==> config.mk <==
export PLATFORM = sky130hd
export DESIGN_NAME = cfg_burst_regs
export DESIGN_NICKNAME = d
export VERILOG_FILES = /design/src/rtl/cbr_pkg.sv /design/src/rtl/cbr_burst.sv /design/src/rtl/cbr_regfile.sv /design/src/rtl/cfg_burst_regs.sv
export SDC_FILE = /design/constraint.sdc
export NUM_CORES = 1
export LEC_CHECK = 0
export ABC_AREA = 0
export BUFFER_PORTS_ARGS = -buffer_cell sky130_fd_sc_hd__buf_2
export CORE_ASPECT_RATIO = 1.5
export CORE_MARGIN = 8
export CORE_UTILIZATION = 39
export CTS_CLUSTER_SIZE = 12
export DETAILED_ROUTE_END_ITERATION = 8
export GPL_TIMING_DRIVEN = 0
export PLACE_DENSITY = 0.78
export SYNTH_ARGS = -nofsm -noshare
export SYNTH_HDL_FRONTEND = slang
export SYNTH_SLANG_ARGS = --single-unit
==> constraint.sdc <==
create_clock -name clk -period 3.3 [get_ports clk]
set_clock_uncertainty 0.1 [all_clocks]
set_input_delay 0.66 -clock clk [delete_from_list [all_inputs] [get_ports clk]]
set_output_delay 0.66 -clock clk [all_outputs]
set_load 0.1 [all_outputs]
==> src/rtl/cbr_pkg.sv <==
package cbr_pkg;
  localparam int OFS_CAP_HDR = 'h200;
  localparam int OFS_ID_HDR  = 'h204;
  localparam int OFS_STATUS  = 'h21C;
  localparam int OFS_MODE    = 'h220;
  localparam int OFS_DATA_HI = 'h224;
  localparam int OFS_DATA_LO = 'h228;
  localparam int OFS_PROG    = 'h22C;

  localparam logic [31:0] CAP_HDR_VAL = {12'h000, 4'h1, 16'h000B};
  localparam logic [31:0] ID_HDR_VAL  = {12'h044, 4'h0, 16'h1172};

  typedef struct packed {
    logic full_reconfig;
    logic clk_sel;
    logic mode_en;
  } mode_bits_t;

  typedef struct packed {
    logic start_xfer;
    logic begin_cfg;
  } prog_bits_t;
endpackage

==> src/rtl/cbr_burst.sv <==
module cbr_burst #(
  parameter int CNT_W = 8
) (
  input  logic             clk,
  input  logic             rst_n,
  input  logic             launch,
  input  logic [CNT_W-1:0] launch_cnt,
  output logic             pulse,
  output logic             busy
);
  logic [CNT_W-1:0] remain_q;
  logic             pulse_q;

  always_ff @(posedge clk or negedge rst_n) begin
    if (!rst_n) begin
      remain_q <= '0;
      pulse_q  <= 1'b0;
    end else if (launch) begin
      remain_q <= (launch_cnt == '0) ? CNT_W'(1) : launch_cnt;
      pulse_q  <= 1'b1;
    end else if (pulse_q) begin
      pulse_q  <= 1'b0;
      remain_q <= remain_q - 1'b1;
    end else if (remain_q != '0) begin
      pulse_q  <= 1'b1;
    end
  end

  assign pulse = pulse_q;
  assign busy  = (remain_q != '0);

  AST_PULSE_GAP: assert property (@(posedge clk) disable iff (!rst_n)
    pulse_q |=> !pulse_q);
  AST_FIRST_PULSE: assert property (@(posedge clk) disable iff (!rst_n)
    launch |=> pulse_q);
  AST_NO_LAUNCH_BUSY: assert property (@(posedge clk) disable iff (!rst_n)
    launch |-> !busy);
endmodule

==> src/rtl/cbr_regfile.sv <==
module cbr_regfile
  import cbr_pkg::*;
#(
  parameter int ADDR_W = 12,
  parameter int CNT_W  = 8,
  parameter int DATA_W = 64
) (
  input  logic              clk,
  input  logic              rst_n,
  input  logic              accept,
  input  logic [ADDR_W-1:0] wr_addr,
  input  logic [31:0]       wr_data,
  input  logic [3:0]        wr_be,
  input  logic              wr_mem,
  input  logic [ADDR_W-1:0] rd_addr,
  output logic [31:0]       rd_data,
  input  logic [4:0]        status,
  output logic              launch,
  output logic [CNT_W-1:0]  launch_cnt,
  output logic [DATA_W-1:0] cfg_data,
  output mode_bits_t        mode_o,
  output prog_bits_t        prog_o
);
  localparam int IW = ADDR_W - 2;
  localparam logic [IW-1:0] I_CAP  = IW'(OFS_CAP_HDR >> 2);
  localparam logic [IW-1:0] I_ID   = IW'(OFS_ID_HDR >> 2);
  localparam logic [IW-1:0] I_STAT = IW'(OFS_STATUS >> 2);
  localparam logic [IW-1:0] I_MODE = IW'(OFS_MODE >> 2);
  localparam logic [IW-1:0] I_HI   = IW'(OFS_DATA_HI >> 2);
  localparam logic [IW-1:0] I_LO   = IW'(OFS_DATA_LO >> 2);
  localparam logic [IW-1:0] I_PROG = IW'(OFS_PROG >> 2);
  localparam bit WIDE = (DATA_W == 64);

  logic [IW-1:0] w_idx, r_idx;
  logic unused_addr_lsbs;
  assign w_idx = wr_addr[ADDR_W-1:2];
  assign r_idx = rd_addr[ADDR_W-1:2];
  assign unused_addr_lsbs = ^{wr_addr[1:0], rd_addr[1:0]};

  logic full_be, cfg_wr, data_wr;
  assign full_be = &wr_be;
  assign cfg_wr  = accept && !wr_mem;

  mode_bits_t       mode_q;
  logic [CNT_W-1:0] cnt_q;
  prog_bits_t       prog_q;
  logic [31:0]      upper;

  assign data_wr = accept && full_be &&
                   ((wr_mem && mode_q.mode_en) || (!wr_mem && w_idx == I_LO));

  always_ff @(posedge clk or negedge rst_n) begin
    if (!rst_n) begin
      mode_q <= '0;
      cnt_q  <= '0;
      prog_q <= '0;
    end else if (cfg_wr) begin
      if (w_idx == I_MODE) begin
        if (wr_be[0]) mode_q <= mode_bits_t'(wr_data[2:0]);
        if (wr_be[1]) cnt_q  <= wr_data[8 +: CNT_W];
      end
      if (w_idx == I_PROG && wr_be[0]) prog_q <= prog_bits_t'(wr_data[1:0]);
    end
  end

  generate
    if (WIDE) begin : g_wide
      logic [31:0] upper_q;
      always_ff @(posedge clk or negedge rst_n) begin
        if (!rst_n) upper_q <= '0;
        else if (cfg_wr && full_be && w_idx == I_HI) upper_q <= wr_data;
      end
      assign upper = upper_q;
      always_ff @(posedge clk or negedge rst_n) begin
        if (!rst_n) cfg_data <= '0;
        else if (data_wr) cfg_data <= {upper_q, wr_data};
      end
    end else begin : g_narrow
      assign upper = '0;
      always_ff @(posedge clk or negedge rst_n) begin
        if (!rst_n) cfg_data <= '0;
        else if (data_wr) cfg_data <= DATA_W'(wr_data);
      end
    end
  endgenerate

  logic [31:0] mode_rd;
  always_comb begin
    mode_rd = '0;
    mode_rd[2:0] = mode_q;
    mode_rd[8 +: CNT_W] = cnt_q;
  end

  always_comb begin
    case (r_idx)
      I_CAP:   rd_data = CAP_HDR_VAL;
      I_ID:    rd_data = ID_HDR_VAL;
      I_STAT:  rd_data = {27'b0, status};
      I_MODE:  rd_data = mode_rd;
      I_HI:    rd_data = upper;
      I_PROG:  rd_data = {30'b0, prog_q};
      default: rd_data = '0;
    endcase
  end

  assign launch     = data_wr;
  assign launch_cnt = cnt_q;
  assign mode_o     = mode_q;
  assign prog_o     = prog_q;

  AST_MEM_NEEDS_MODE: assert property (@(posedge clk) disable iff (!rst_n)
    (accept && wr_mem && !mode_q.mode_en) |=> $stable(cfg_data));
  AST_CTRL_HOLD: assert property (@(posedge clk) disable iff (!rst_n)
    !cfg_wr |=> ($stable(mode_q) && $stable(prog_q)));
endmodule

==> src/rtl/cfg_burst_regs.sv <==
module cfg_burst_regs
  import cbr_pkg::*;
#(
  parameter int ADDR_W = 12,
  parameter int CNT_W  = 8,
  parameter int DATA_W = 64
) (
  input  logic              clk,
  input  logic              rst_n,
  input  logic              wr_valid,
  output logic              wr_ready,
  input  logic [ADDR_W-1:0] wr_addr,
  input  logic [31:0]       wr_data,
  input  logic [3:0]        wr_be,
  input  logic              wr_mem,
  input  logic [ADDR_W-1:0] rd_addr,
  output logic [31:0]       rd_data,
  input  logic              st_ready,
  input  logic              st_error,
  input  logic              st_enable,
  input  logic              st_user_mode,
  input  logic              st_cfg_done,
  output logic [DATA_W-1:0] cfg_data,
  output logic              cfg_clk,
  output logic              cfg_mode,
  output logic              cfg_clk_sel,
  output logic              cfg_full_reconfig,
  output logic              cfg_start_xfer,
  output logic              cfg_begin
);
  logic             busy, accept, launch;
  logic [CNT_W-1:0] launch_cnt;
  mode_bits_t       mode_s;
  prog_bits_t       prog_s;

  assign wr_ready = !busy;
  assign accept   = wr_valid && !busy;

  cbr_regfile #(.ADDR_W(ADDR_W), .CNT_W(CNT_W), .DATA_W(DATA_W)) u_regs (
    .clk        (clk),
    .rst_n      (rst_n),
    .accept     (accept),
    .wr_addr    (wr_addr),
    .wr_data    (wr_data),
    .wr_be      (wr_be),
    .wr_mem     (wr_mem),
    .rd_addr    (rd_addr),
    .rd_data    (rd_data),
    .status     ({st_cfg_done, st_user_mode, st_enable, st_error, st_ready}),
    .launch     (launch),
    .launch_cnt (launch_cnt),
    .cfg_data   (cfg_data),
    .mode_o     (mode_s),
    .prog_o     (prog_s)
  );

  cbr_burst #(.CNT_W(CNT_W)) u_burst (
    .clk        (clk),
    .rst_n      (rst_n),
    .launch     (launch),
    .launch_cnt (launch_cnt),
    .pulse      (cfg_clk),
    .busy       (busy)
  );

  assign cfg_mode          = mode_s.mode_en;
  assign cfg_clk_sel       = mode_s.clk_sel;
  assign cfg_full_reconfig = mode_s.full_reconfig;
  assign cfg_start_xfer    = prog_s.start_xfer;
  assign cfg_begin         = prog_s.begin_cfg;

  AST_DATA_STABLE: assert property (@(posedge clk) disable iff (!rst_n)
    (!wr_ready && $past(!wr_ready)) |-> $stable(cfg_data));
  AST_PARTIAL_NO_PULSE: assert property (@(posedge clk) disable iff (!rst_n)
    (wr_valid && wr_ready && wr_be != 4'hF) |=> !cfg_clk);
endmodule

==> flow_summary.json <==
{
  "via_per_inst": 5.14,
  "cts-hold-fix-buffers": 0,
  "floorplan.die.height_um": 158,
  "antennaDiodeCount": 0,
  "synth-adder-area-share_pct": 0.237,
  "critPathMaxStageDelay_ns": 0.54,
  "detailed_place.area_um2": 6500,
  "clk_path_buf_depth": 2,
  "slowest_stage": "sky130_fd_sc_hd__or4_4",
  "slew-limit-headroom_pct": 46.9,
  "floorplan.io_pins": 172,
  "postSynth.topFlopCell": "sky130_fd_sc_hd__dfrtp_1",
  "port_buffers": 165,
  "initial_utilization_pct": 39.5,
  "required_time_of_the_worst_setup_path_ns": 2.54,
  "die_width_um": 111,
  "mostFrequentLayoutCell": "sky130_fd_sc_hd__buf_2",
  "floorplan.die_area_um2": 17600,
  "synthDominantAreaCellType": "sky130_fd_sc_hd__dfrtp_1",
  "grt_max_degree": 90,
  "fraction_of_final_layout_cells_with_drive_strength_greater_than_1_pct": 65.5,
  "cts_tree": "built",
  "combPwrFrac_pct": 9.4,
  "cap_violations": 0,
  "share_clk_of_total_power_pct": 50.8,
  "postSynthRegisterBits": 118,
  "gpl.final_weighted_congestion": 0.821,
  "hpwl_um": 11000,
  "synth.area.mux_share_pct": 28.7,
  "rsz_0062_raised_after_global_routing": "true",
  "internal-power_mw": 3.03,
  "xor_xnor_fraction_of_synth_area_pct": 1.16,
  "syn-cell-area_um2": 5270,
  "post_drt_wl_per_cell_um": 20.5,
  "ir_drop_uv": 338,
  "crit_cells": 7,
  "detailedRoute.firstIterationViolations": 143,
  "critical_path_class": "input pin to output port",
  "period_needed_ns": 3.35,
  "min_period_over_period_pct": 101,
  "synth_top_family_by_area": "multiplexers",
  "firstDrtPassIters": 4,
  "netlist-cell-type-count": 41,
  "fp-row-count": 52,
  "timing.hold.worst.class": "input pin to async pin",
  "synth-warning-count": 0,
  "post-route-drc-count": 0,
  "total_switching_power_mw": 0.943,
  "antenna_violating_nets_post_route": 0,
  "max_slew.worst_pin.slew_ns": 0.790,
  "via_count_of_the_first_global_routing_pass": 4377,
  "path_max_fanout": 5,
  "area_growth_syn_to_layout_pct": 43.3,
  "finalHoldViolCount": 0,
  "postSynthCellCount": 376,
  "critical_path_launch_point_type": "input pin",
  "grt_use_total_pct": 17.5,
  "cell_type_group_with_the_largest_total_delay_on_the_critical_path": "simple AND/OR/NAND/NOR gates",
  "sequentialPowerShare_pct": 39.8,
  "cts_inserted_buffers": 17,
  "syn-mean-instance-area_um2": 14.0,
  "clock_sinks": 118,
  "layout.cells.most_common_list": "sky130_fd_sc_hd__buf_2 (137), sky130_fd_sc_hd__dfrtp_1 (118), sky130_fd_sc_hd__mux2_2 (87), sky130_fd_sc_hd__mux2_4 (30)",
  "number_of_flops_mapped_to_enable_cells_by_yosys": 0,
  "outcome": "finished with violations",
  "timing.fmax_mhz": 299,
  "clk-insertion-delay-late_ns": 0.40,
  "htreeDepth": 4,
  "worstSetupEndpointType": "output port",
  "cell_by_cell_listing_of_the_critical_path": "buf_6, or4b_4, or4_4, nor2_4, buf_8, and2_4, buf_12",
  "reg2reg_depth": 5,
  "cts.clk_slew.worst_paths_ns": 0.06,
  "synth.area.top_cells": "sky130_fd_sc_hd__dfrtp_1 (56%), sky130_fd_sc_hd__mux2_2 (19%), sky130_fd_sc_hd__mux2_4 (8.5%), sky130_fd_sc_hd__and2_1 (1.8%), sky130_fd_sc_hd__mux2i_1 (1.5%)",
  "final-setup-viol-count": 14,
  "swShare_pct": 23.7,
  "synth_compound_gate_area_share_pct": 2.42,
  "synth_seq_area_share_pct": 56.0,
  "global_route_wire_length_before_repair_um": 24100,
  "grt_antenna_before_repair": 1,
  "power_density_nw_per_um2": 526,
  "fp.coreArea_um2": 13300,
  "cp.buffers_inverters": 3,
  "vias": 3811,
  "p_leak_nw": 3.99,
  "share_of_async_settable_or_async_resettable_flops_after_synthesis_pct": 100,
  "syn_nets": 446,
  "critPathArrivalTime_ns": 2.59,
  "synth_top_cell_area_share_pct": 56.0,
  "synth-simple-area-share_pct": 8.38,
  "route.final.wire_length_um": 15200,
  "root_buffer": "sky130_fd_sc_hd__clkbuf_16",
  "setup_total_neg_slack_ns": -0.555,
  "slew_viol_final": 0,
  "final_setup_margin_ns": -0.0483,
  "failed_checks": "negative setup slack",
  "preCtsSetupSlack_ns": -1.02,
  "design_area_um2": 7550,
  "overflow": 0,
  "fin_nets": 637
}
## repair_timing
action / CTS / global route
gates cloned: 1 / 0
endpoints found under the setup margin: 28 / 32
resized for setup: 86 / 14
buffers inserted: 5 / 1
hold endpoints to repair: 0 / 0
pin swaps: 3 / 3
## per-layer routing
metal	vias up	part of all wire (%)	global-route usage, %
li1	1717	-	-
met1	1940	38	18.4
met2	129	53	31.0
met3	23	7.1	6.11
met4	2	2.2	8.07
met5	-	0.072	0
## worst paths after layout
kind | start | end | slack [ns]
max | rd_addr[8] | rd_data[31] | -0.05
min | rst_n | u_regs.cfg_data[7] | 0.02
max reg2reg | u_burst.remain_q[2] | u_regs.cfg_data[19] | 0.20
min reg2reg | u_regs.cfg_data[31] | u_regs.cfg_data[31] | 0.40
max in group asynchronous | rst_n | u_regs.prog_o[0] | 2.31
min in group clk | wr_data[28] | u_regs.g_wide.upper_q[28] | 0.40
## area by class of cell
cell class                      count  area, µm²
Sequential cell                   118       2950
Timing Repair Buffer              173       1210
Clock inverter                     12        201
Fill cell                        1084       5790
Buffer                             17        140
Inverter                            8       30.0
Tap cell                          162        203
Clock buffer                       20        447
Multi-Input combinational cell    232       2360
## cell families (layout without fill, tap and decap cells)
kind of cell,after synthesis,count (layout)
AOI/OAI and AO/OA,22,22
xor gates and xnor gates,7,7
adders and majority gates,1,1
buffers and inverters,26,230
DFF,118,118
muxes,125,125
and+or+nand+nor,77,77
## through the flow
step | power [mW] | hold slack, ns | instances | util (%)
final | 3.97 | 0.0232 | 742 | 56.6
after global routing | 4.11 | 0.0311 | 742 | 56.6
after global placement | 1.94 | 0.386 | 703 | 48.5
after CTS | 4.01 | 0.0174 | 742 | 56.3
after floorplan | 1.83 | 0.264 | 376 | -
after detailed placement | 1.97 | 0.391 | 704 | 48.8
## synth_stat cells, types with 3 or more instances
library cell and count:
sky130_fd_sc_hd__and2_1 15, sky130_fd_sc_hd__nor4_1 4, sky130_fd_sc_hd__dfrtp_1 118, sky130_fd_sc_hd__nor3_1 7, sky130_fd_sc_hd__buf_12 3, sky130_fd_sc_hd__nor4b_1 3
sky130_fd_sc_hd__clkbuf_1 6, sky130_fd_sc_hd__mux2_2 87, sky130_fd_sc_hd__mux2i_1 8, sky130_fd_sc_hd__buf_2 7, sky130_fd_sc_hd__xor2_1 5, sky130_fd_sc_hd__nand3_1 4
sky130_fd_sc_hd__o21ai_0 5, sky130_fd_sc_hd__nand2_1 10, sky130_fd_sc_hd__inv_1 8, sky130_fd_sc_hd__mux2_4 30, sky130_fd_sc_hd__nor2_1 17, sky130_fd_sc_hd__a21oi_1 11
## worst reg2reg max path: stages, from the launching register on
cell and delay, ns:
sky130_fd_sc_hd__dfrtp_1 0.43, sky130_fd_sc_hd__or4_4 0.59, sky130_fd_sc_hd__or4_4 0.55, sky130_fd_sc_hd__a21oi_2 0.50
sky130_fd_sc_hd__buf_2 0.43, sky130_fd_sc_hd__mux2_2 0.39
## state kept, by name, indices dropped and copies added (netlist names)
signal                 cells
u_regs.mode_o              3
u_regs.cfg_data           64
u_burst.pulse              1
u_burst.remain_q           8
u_regs.launch_cnt          8
u_regs.prog_o              2
u_regs.g_wide.upper_q     32
## power by group through the flow
| stage | sequential [mW] | clock, mW | combinational [mW] |
|---|---|---|---|
| global placement | 1.60 | 0 | 0.344 |
| CTS | 1.58 | 2.05 | 0.374 |
| detailed placement | 1.60 | 0 | 0.367 |
| floorplan | 1.63 | 0 | 0.192 |
| global route | 1.59 | 2.12 | 0.407 |
| finish | 1.58 | 2.01 | 0.374 |
(Power assumes the default switching activity.)
